$ cat config.mk
export PLATFORM = sky130hd
export DESIGN_NAME = irq_ctrl_cascade
export DESIGN_NICKNAME = d
export VERILOG_FILES = /design/src/rtl/pic_pkg.sv /design/src/rtl/pic_regs.sv /design/src/rtl/pic_vec.sv /design/src/rtl/pic_ctrl.sv /design/src/rtl/irq_ctrl_cascade.sv
export SDC_FILE = /design/constraint.sdc
export NUM_CORES = 1
export LEC_CHECK = 0
export ABC_AREA = 0
export CORE_UTILIZATION = 52
export DETAILED_ROUTE_END_ITERATION = 6
export PLACE_DENSITY = 0.79
export SYNTH_ARGS = -nofsm -noshare
export SYNTH_HDL_FRONTEND = slang
export SYNTH_SLANG_ARGS = --single-unit
$ cat constraint.sdc
create_clock -name clk -period 2.5 [get_ports clk]
set_input_delay 0.75 -clock clk [delete_from_list [all_inputs] [get_ports clk]]
set_output_delay 0.75 -clock clk [all_outputs]
set_load 0.02 [all_outputs]
$ cat src/rtl/pic_pkg.sv
package pic_pkg;
  localparam int LINES = 8;
  localparam int DW = LINES;
  localparam int LW = $clog2(LINES);
  localparam int CASC_LINE = 2;

  localparam int CMD_INIT_BIT = 4;
  localparam int CMD_OCW3_BIT = 3;
  localparam int CMD_EOI_BIT = 5;
  localparam int CMD_SPEC_BIT = 6;
  localparam int CFG_SINGLE_BIT = 1;
  localparam int CFG_WORD4_BIT = 0;
  localparam int WORD4_AEOI_BIT = 1;
  localparam logic [DW-1:0] READ_ISR_CMD = 8'h0B;

  typedef enum logic [1:0] {ST_IDLE, ST_BASE, ST_CASC, ST_WORD4} initSt_t;

  typedef struct packed {
    logic ldCfg;
    logic ldBase;
    logic ldCasc;
    logic ldWord4;
    logic ldMask;
    logic armIsrRd;
    logic dropIsrRd;
    logic eoiAll;
    logic eoiOne;
    logic [LW-1:0] eoiLine;
  } regStb_t;

  typedef struct packed {
    logic fire;
    logic fromSec;
    logic [LW-1:0] line;
  } dlvStb_t;
endpackage

$ cat src/rtl/pic_regs.sv
module pic_regs
  import pic_pkg::*;
(
  input  logic             clk,
  input  logic             rstN,
  input  regStb_t          stb,
  input  logic [DW-1:0]    wdata,
  input  logic [LINES-1:0] setIsr,
  output logic [LINES-1:0] mask,
  output logic [LINES-1:0] isr,
  output logic [DW-1:0]    base,
  output logic [DW-1:0]    casc,
  output logic             autoEoi,
  output logic             cfgSingle,
  output logic             cfgWord4,
  output logic [DW-1:0]    cmdRdata,
  output logic [DW-1:0]    dataRdata
);
  localparam logic [LINES-1:0] ONE = {{(LINES-1){1'b0}}, 1'b1};

  logic isrRdArm;
  logic [LINES-1:0] clrIsr;
  logic [LINES-1:0] isrNext;

  always_comb begin
    clrIsr = '0;
    if (stb.eoiAll) clrIsr = '1;
    else if (stb.eoiOne) clrIsr = ONE << stb.eoiLine;
    isrNext = (isr & ~clrIsr) | setIsr;
  end

  always_ff @(posedge clk or negedge rstN) begin
    if (!rstN) begin
      mask      <= '1;
      isr       <= '0;
      base      <= '0;
      casc      <= '0;
      autoEoi   <= 1'b0;
      cfgSingle <= 1'b0;
      cfgWord4  <= 1'b0;
      isrRdArm  <= 1'b0;
    end else begin
      if (stb.ldCfg) begin
        cfgSingle <= wdata[CFG_SINGLE_BIT];
        cfgWord4  <= wdata[CFG_WORD4_BIT];
        casc      <= '0;
        autoEoi   <= 1'b0;
      end
      if (stb.ldBase) base <= {wdata[DW-1:LW], {LW{1'b0}}};
      if (stb.ldCasc) casc <= wdata;
      if (stb.ldWord4) autoEoi <= wdata[WORD4_AEOI_BIT];
      if (stb.ldMask) mask <= wdata;
      if (stb.armIsrRd) isrRdArm <= 1'b1;
      else if (stb.dropIsrRd) isrRdArm <= 1'b0;
      isr <= isrNext;
    end
  end

  assign cmdRdata  = isrRdArm ? isr : '0;
  assign dataRdata = mask;
endmodule

$ cat src/rtl/pic_vec.sv
module pic_vec
  import pic_pkg::*;
(
  input  logic                  clk,
  input  logic                  rstN,
  input  logic [1:0][LINES-1:0] req,
  input  logic [1:0][LINES-1:0] mask,
  input  logic [1:0][DW-1:0]    base,
  input  dlvStb_t               dlv,
  input  logic                  vecAck,
  output logic [1:0][LINES-1:0] pend,
  output logic                  vecValid,
  output logic [DW-1:0]         vecData
);
  localparam logic [LINES-1:0] ONE = {{(LINES-1){1'b0}}, 1'b1};

  logic [1:0][LINES-1:0] prev;

  for (genvar c = 0; c < 2; c++) begin : g_bank
    logic [LINES-1:0] svc;
    logic [LINES-1:0] rise;
    assign svc  = (dlv.fire && (dlv.fromSec == c[0])) ? (ONE << dlv.line) : '0;
    assign rise = req[c] & ~prev[c] & ~mask[c];
    always_ff @(posedge clk or negedge rstN) begin
      if (!rstN) begin
        prev[c] <= '0;
        pend[c] <= '0;
      end else begin
        prev[c] <= req[c];
        pend[c] <= (pend[c] & ~svc) | rise;
      end
    end
  end

  always_ff @(posedge clk or negedge rstN) begin
    if (!rstN) begin
      vecValid <= 1'b0;
      vecData  <= '0;
    end else if (dlv.fire) begin
      vecValid <= 1'b1;
      vecData  <= base[dlv.fromSec] | DW'(dlv.line);
    end else if (vecAck) begin
      vecValid <= 1'b0;
    end
  end
endmodule

$ cat src/rtl/pic_ctrl.sv
module pic_ctrl
  import pic_pkg::*;
(
  input  logic                  clk,
  input  logic                  rstN,
  input  logic                  busSel,
  input  logic                  busAddr,
  input  logic                  busWr,
  input  logic                  busRd,
  input  logic [DW-1:0]         busWdata,
  input  logic [1:0]            cfgSingle,
  input  logic [1:0]            cfgWord4,
  input  logic [1:0][LINES-1:0] mask,
  input  logic [1:0][LINES-1:0] isr,
  input  logic [1:0][LINES-1:0] pend,
  input  logic [1:0][DW-1:0]    casc,
  input  logic                  vecValid,
  output regStb_t [1:0]         regStb,
  output dlvStb_t               dlv,
  output logic [1:0]            idle
);
  localparam logic [DW-1:0] CASC_BIT = DW'(1) << CASC_LINE;

  for (genvar c = 0; c < 2; c++) begin : g_fsm
    initSt_t st, stNext;
    regStb_t stb;
    logic wrCmd, wrData, rdCmd;

    assign wrCmd  = busWr && (busSel == c[0]) && !busAddr;
    assign wrData = busWr && (busSel == c[0]) && busAddr;
    assign rdCmd  = busRd && !busWr && (busSel == c[0]) && !busAddr;

    always_comb begin
      stb = '0;
      stNext = st;
      if (wrCmd) begin
        if (busWdata[CMD_INIT_BIT]) begin
          stb.ldCfg = 1'b1;
          stNext = ST_BASE;
        end else if (busWdata[CMD_OCW3_BIT]) begin
          stb.armIsrRd = (busWdata == READ_ISR_CMD);
        end else if (busWdata[CMD_EOI_BIT]) begin
          stb.eoiAll  = !busWdata[CMD_SPEC_BIT];
          stb.eoiOne  = busWdata[CMD_SPEC_BIT];
          stb.eoiLine = busWdata[LW-1:0];
        end
      end
      if (rdCmd) stb.dropIsrRd = 1'b1;
      if (wrData) begin
        case (st)
          ST_IDLE: stb.ldMask = 1'b1;
          ST_BASE: begin
            stb.ldBase = 1'b1;
            if (!cfgSingle[c]) stNext = ST_CASC;
            else if (cfgWord4[c]) stNext = ST_WORD4;
            else stNext = ST_IDLE;
          end
          ST_CASC: begin
            stb.ldCasc = 1'b1;
            stNext = cfgWord4[c] ? ST_WORD4 : ST_IDLE;
          end
          default: begin
            stb.ldWord4 = 1'b1;
            stNext = ST_IDLE;
          end
        endcase
      end
    end

    always_ff @(posedge clk or negedge rstN) begin
      if (!rstN) st <= ST_IDLE;
      else st <= stNext;
    end

    assign regStb[c] = stb;
    assign idle[c]   = (st == ST_IDLE);
  end

  logic cascOk, secOpen;
  logic [LINES-1:0] priElig, secElig;

  assign cascOk  = ((casc[0] & CASC_BIT) != '0) && (casc[1] == DW'(CASC_LINE));
  assign secOpen = cascOk && idle[0] && idle[1] && (isr[0] == '0);

  for (genvar n = 0; n < LINES; n++) begin : g_elig
    localparam logic [LINES-1:0] UPTO = LINES'((64'd1 << (n + 1)) - 64'd1);
    assign priElig[n] = pend[0][n] && !mask[0][n] && ((isr[0] & UPTO) == '0) && idle[0];
    assign secElig[n] = pend[1][n] && !mask[1][n] && ((isr[1] & UPTO) == '0) && secOpen;
  end

  always_comb begin
    dlvStb_t pick;
    pick = '0;
    for (int n = LINES - 1; n > CASC_LINE; n--) begin
      if (priElig[n]) begin
        pick.fire = 1'b1; pick.fromSec = 1'b0; pick.line = LW'(n);
      end
    end
    for (int n = LINES - 1; n >= 0; n--) begin
      if (secElig[n]) begin
        pick.fire = 1'b1; pick.fromSec = 1'b1; pick.line = LW'(n);
      end
    end
    for (int n = CASC_LINE; n >= 0; n--) begin
      if (priElig[n]) begin
        pick.fire = 1'b1; pick.fromSec = 1'b0; pick.line = LW'(n);
      end
    end
    if (vecValid) pick.fire = 1'b0;
    dlv = pick;
  end
endmodule

$ cat src/rtl/irq_ctrl_cascade.sv
module irq_ctrl_cascade
  import pic_pkg::*;
(
  input  logic             clk,
  input  logic             rstN,
  input  logic             busSel,
  input  logic             busAddr,
  input  logic             busWr,
  input  logic             busRd,
  input  logic [DW-1:0]    busWdata,
  output logic [DW-1:0]    busRdata,
  input  logic [LINES-1:0] priReq,
  input  logic [LINES-1:0] secReq,
  output logic             vecValid,
  output logic [DW-1:0]    vecData,
  input  logic             vecAck
);
  localparam logic [LINES-1:0] ONE = {{(LINES-1){1'b0}}, 1'b1};

  regStb_t [1:0] regStb;
  dlvStb_t dlv;
  logic [1:0] idle, autoEoi, cfgSingle, cfgWord4;
  logic [1:0][LINES-1:0] mask, isr, pend, setIsr, req;
  logic [1:0][DW-1:0] base, casc, cmdRd, dataRd;

  logic [LINES-1:0] priIsr, priMask;
  logic priIdle, dlvFire, dlvFromSec;

  assign req[0] = priReq;
  assign req[1] = secReq;

  pic_ctrl u_ctrl (
    .clk(clk), .rstN(rstN), .busSel(busSel), .busAddr(busAddr),
    .busWr(busWr), .busRd(busRd), .busWdata(busWdata),
    .cfgSingle(cfgSingle), .cfgWord4(cfgWord4), .mask(mask), .isr(isr),
    .pend(pend), .casc(casc), .vecValid(vecValid),
    .regStb(regStb), .dlv(dlv), .idle(idle)
  );

  always_comb begin
    setIsr = '0;
    if (dlv.fire) begin
      if (dlv.fromSec) begin
        if (!autoEoi[0]) setIsr[0][CASC_LINE] = 1'b1;
        if (!autoEoi[1]) setIsr[1] = ONE << dlv.line;
      end else if (!autoEoi[0]) begin
        setIsr[0] = ONE << dlv.line;
      end
    end
  end

  for (genvar c = 0; c < 2; c++) begin : g_regs
    pic_regs u_regs (
      .clk(clk), .rstN(rstN), .stb(regStb[c]), .wdata(busWdata),
      .setIsr(setIsr[c]), .mask(mask[c]), .isr(isr[c]), .base(base[c]),
      .casc(casc[c]), .autoEoi(autoEoi[c]), .cfgSingle(cfgSingle[c]),
      .cfgWord4(cfgWord4[c]), .cmdRdata(cmdRd[c]), .dataRdata(dataRd[c])
    );
  end

  pic_vec u_vec (
    .clk(clk), .rstN(rstN), .req(req), .mask(mask), .base(base),
    .dlv(dlv), .vecAck(vecAck), .pend(pend),
    .vecValid(vecValid), .vecData(vecData)
  );

  assign busRdata   = busAddr ? dataRd[busSel] : cmdRd[busSel];
  assign priIsr     = isr[0];
  assign priMask    = mask[0];
  assign priIdle    = idle[0];
  assign dlvFire    = dlv.fire;
  assign dlvFromSec = dlv.fromSec;
endmodule

==> flow_summary_export.csv <==
group,metric,value,unit
outcome,outcome,"finished, violations left",
outcome,violations,"negative setup slack",
sta,slew_viol_final,0,
synthesis,yosysSeqAreaShare,0.5017,
place,port_buffers,47,
cts,cts_sinks,104,
cts,clock_latency,0.40,ns
finish,n_antenna_cell,0,
drt,drc,0,
drt,finalWirelength,17.79,mm
pwr,leakage,3.028,nW
worst_setup_path,cp-endpoint,"u_vec.pend[7]",
finish,layout_commonest_cell,"buf_4",
sta,max_freq,383.9,MHz
worst_setup_path,cp_data_arrival_time,2.90,ns
worst_setup_path,r2r-end,"u_vec.pend[7]",
die,start_util,0.5348,
cts,clk_pin_slew,0.11,ns
pwr,fin_total_pwr,5.944,mW
flow_run,maxCapViolCount,0,
pwr,p_per_area,810.7,nW/µm²
worst_setup_path,critPathRequiredTime,2.79,ns
cts,ctsHoldBuffers,0,
global_routing,grt_pass1_wl,26.75,mm
sta,worstMarginPinSlew,0.5245,ns
global_routing,antenna_found_initial,0,
sta,grt_setup_unrepaired,"yes",
worst_setup_path,endpoint_kind,"flip-flop",
place,dp_hpwl,12.15,mm
hold_path,hold_class,"input port to async pin",
worst_setup_path,crit_type,"flip-flop to flip-flop",
die,row_count,36,
global_routing,gr-total-overflow,0,
synthesis,synth_flop_cell,"dfrtp_1",
synthesis,syn-cell-area,5228,µm²
sta,finalSetupViolCount,24,
worst_setup_path,r2r_start,"g_regs[1].u_regs.isr[6]",
finish,drive_gt1_frac,0.3741,
sta,period_share,1.042,
worst_setup_path,startpoint,"g_regs[1].u_regs.isr[6]",
place,dpl-instance-area,6554,µm²
cts,cts_tree,"built",
die,ios,48,
pwr,peakVddDrop,0.5703,mV
global_routing,grt_usage,0.3533,
sta,fin_crit,2.605,ns
cts,cts_buffers,9,
drt,wl_per_cell,22.13,µm
finish,fillers,681,
global_routing,grt_max_degree,34,
worst_setup_path,rrSetupSlack,-0.11,ns
drt,drtIter0Drc,367,
synthesis,synth.avg_cell_area,10.13,µm²
die,dieArea,10460,µm²
drt,first_pass_iters,5,
drt,vias_per_cell,6.276,
cts,clk_path_buf_depth,2,
synthesis,syn_nets,547,
synthesis,synthArstFlopShare,1.000,
synthesis,synth_seq_cells,104,
worst_setup_path,cp_max_fo,5,
cts,cts-root-buf,"clkbuf_8",
synthesis,yosysWarnings,0,
sta,fin_ws,-0.1051,ns
finish,finish.instance_area,7332,µm²
sta,hold_viol_final,0,
worst_setup_path,reg2reg_depth,8,
drt,dr_total_vias,5046,
sta,fin_worst_skew,0.01656,ns
synthesis,synth-edff-count,0,
finish,final_cell_mix,"99 x buf_4, 86 x dfrtp_1, 54 x nand2_1",
global_routing,grt_pass1_vias,5101,
cts,htreeDepth,3,
die,die_y,102.3,µm
die,dieWidth,102.3,µm
die,core,9774,µm²
finish,syn2layout_area_growth,40.26,%
worst_setup_path,startpoint_type,"flip-flop",
finish,layout.nets,697,
synthesis,ys_types,71,
synthesis,synthCells,516,
drt,ant_nets,0,
sta,max_slew_margin,0.6495,
place,routabilityCongestion,0.9732,
[synthesized netlist by cell type (all sizes together) (2+ instances only)]
library cell	number	area [µm²]
dfrtp	88	2202
o21ai	63	322.8
nand2	57	216.5
nor2	35	131.4
mux2	26	292.8
a21oi	22	113.9
nand2b	18	115.1
dfstp	16	420.4
o31ai	16	130.1
clkbuf	11	41.29
inv	10	37.54
nor3b	10	75.07
a21o	9	67.56
buf	9	51.30
nand3	9	45.04
nor2b	9	56.30
a311oi	7	61.31
mux2i	7	70.07
nor3	7	40.04
a21boi	5	37.54
a32o	5	50.05
nand3b	5	37.54
nand4	5	37.53
nor4	5	46.29
a211oi	4	35.03
and2	4	25.02
and3	4	25.02
or3	4	25.02
a31oi	3	18.77
nor4b	3	32.53
o2111ai	3	26.28
o21a	3	22.52
o22a	3	26.28
o31a	3	26.28
or3b	3	26.28
a2111oi	2	37.54
a22o	2	17.52
and4	2	17.52
o32ai	2	17.52
or2	2	15.02
or4b	2	20.02
[routing by layer]
metal,vias to the layer above,global-route usage,share of wire
met5,-,0,0
met2,255,0.5803,0.49
met4,0,0.2198,0.066
li1,2210,-,-
met3,91,0.05951,0.068
met1,2490,0.4351,0.38
[repair_timing]
item | CTS | global route
setup endpoints to repair | 45 | 42
resized for setup | 74 | 52
gates cloned | 3 | 0
pin swaps | 22 | 20
buffers inserted | 6 | 11
[critical path, cell delays in order (launching register included)]
cell and delay [ns]:
dfrtp_1 0.44, or4b_4 0.51, a211o_1 0.32, a211oi_4 0.31, a2111oi_4 0.06, or3_4 0.38
buf_8 0.16, o31ai_4 0.22, o21ai_1 0.10
[through the flow]
stage / utilization / hold WS, ns / worst slack [ns] / cells / setup TNS, ns
2_1_floorplan: - / 0.3997 / -0.02639 / 516 / -0.08695
3_3_place_gp: 0.6705 / 0.4133 / -0.6292 / 769 / -10.43
3_5_place_dp: 0.6705 / 0.4125 / -0.6665 / 769 / -11.15
4_1_cts: 0.7186 / 0.3147 / -0.04354 / 794 / -0.1396
5_1_grt: 0.7501 / 0.3284 / -0.1825 / 804 / -2.833
6_report: 0.7501 / 0.3026 / -0.1051 / 804 / -1.164
[worst min path at each step]
stage	start	end	cells after the start
4_1_cts	rstN	g_regs[0].u_regs.isr[5]	1
5_1_grt	rstN	u_vec.pend[1]	1
2_1_floorplan	u_vec.prev[7]	u_vec.pend[7]	1
3_3_place_gp	u_vec.prev[15]	u_vec.pend[15]	1
6_report	rstN	g_regs[0].u_regs.isr[3]	1
3_5_place_dp	u_vec.prev[7]	u_vec.pend[7]	1
[where the power goes]
part | switching [mW] | internal (mW) | total [mW]
Clock | 0.659 | 0.516 | 1.17
Combinational | 1.14 | 1.03 | 2.17
Sequential | 0.414 | 2.19 | 2.60
Total | 2.21 | 3.73 | 5.94
[layout make-up]
type	instances	area, µm²	area share
Timing Repair Buffer	159	1416	0.1932
Multi-Input combinational cell	382	2870	0.3915
Inverter	10	37.54	0.005119
Clock inverter	6	78.83	0.01075
Clock buffer	10	137.6	0.01877
Sequential cell	104	2625	0.3580
Tap cell	133	166.4	0.02270
[registers in the layout, indices dropped and copies added, names as in the netlist]
register	count
g_regs.u_regs.isr	16
u_vec.prev	16
g_regs.u_regs.casc	9
g_regs.u_regs.base	10
g_regs.u_regs.cfgWord4	2
u_vec.vecData	8
g_regs.u_regs.cfgSingle	2
u_vec.pend	16
g_regs.u_regs.dataRdata	16
g_regs.u_regs.isrRdArm	2
u_vec.vecValid	1
g_regs.u_regs.autoEoi	2
u_ctrl.g_fsm.st	4
[cell families (layout without fill, tap and decap cells)]
kind of cell	Yosys count	in the layout	synth area share
multiplexers	33	33	0.06941
buffers and inverters	30	185	0.02489
AO/OA/AOI/OAI	162	162	0.2104
flip-flops	104	104	0.5017
AND/OR/NAND/NOR	187	187	0.1936
No activity file was read; power rests on OpenSTA's default activity.
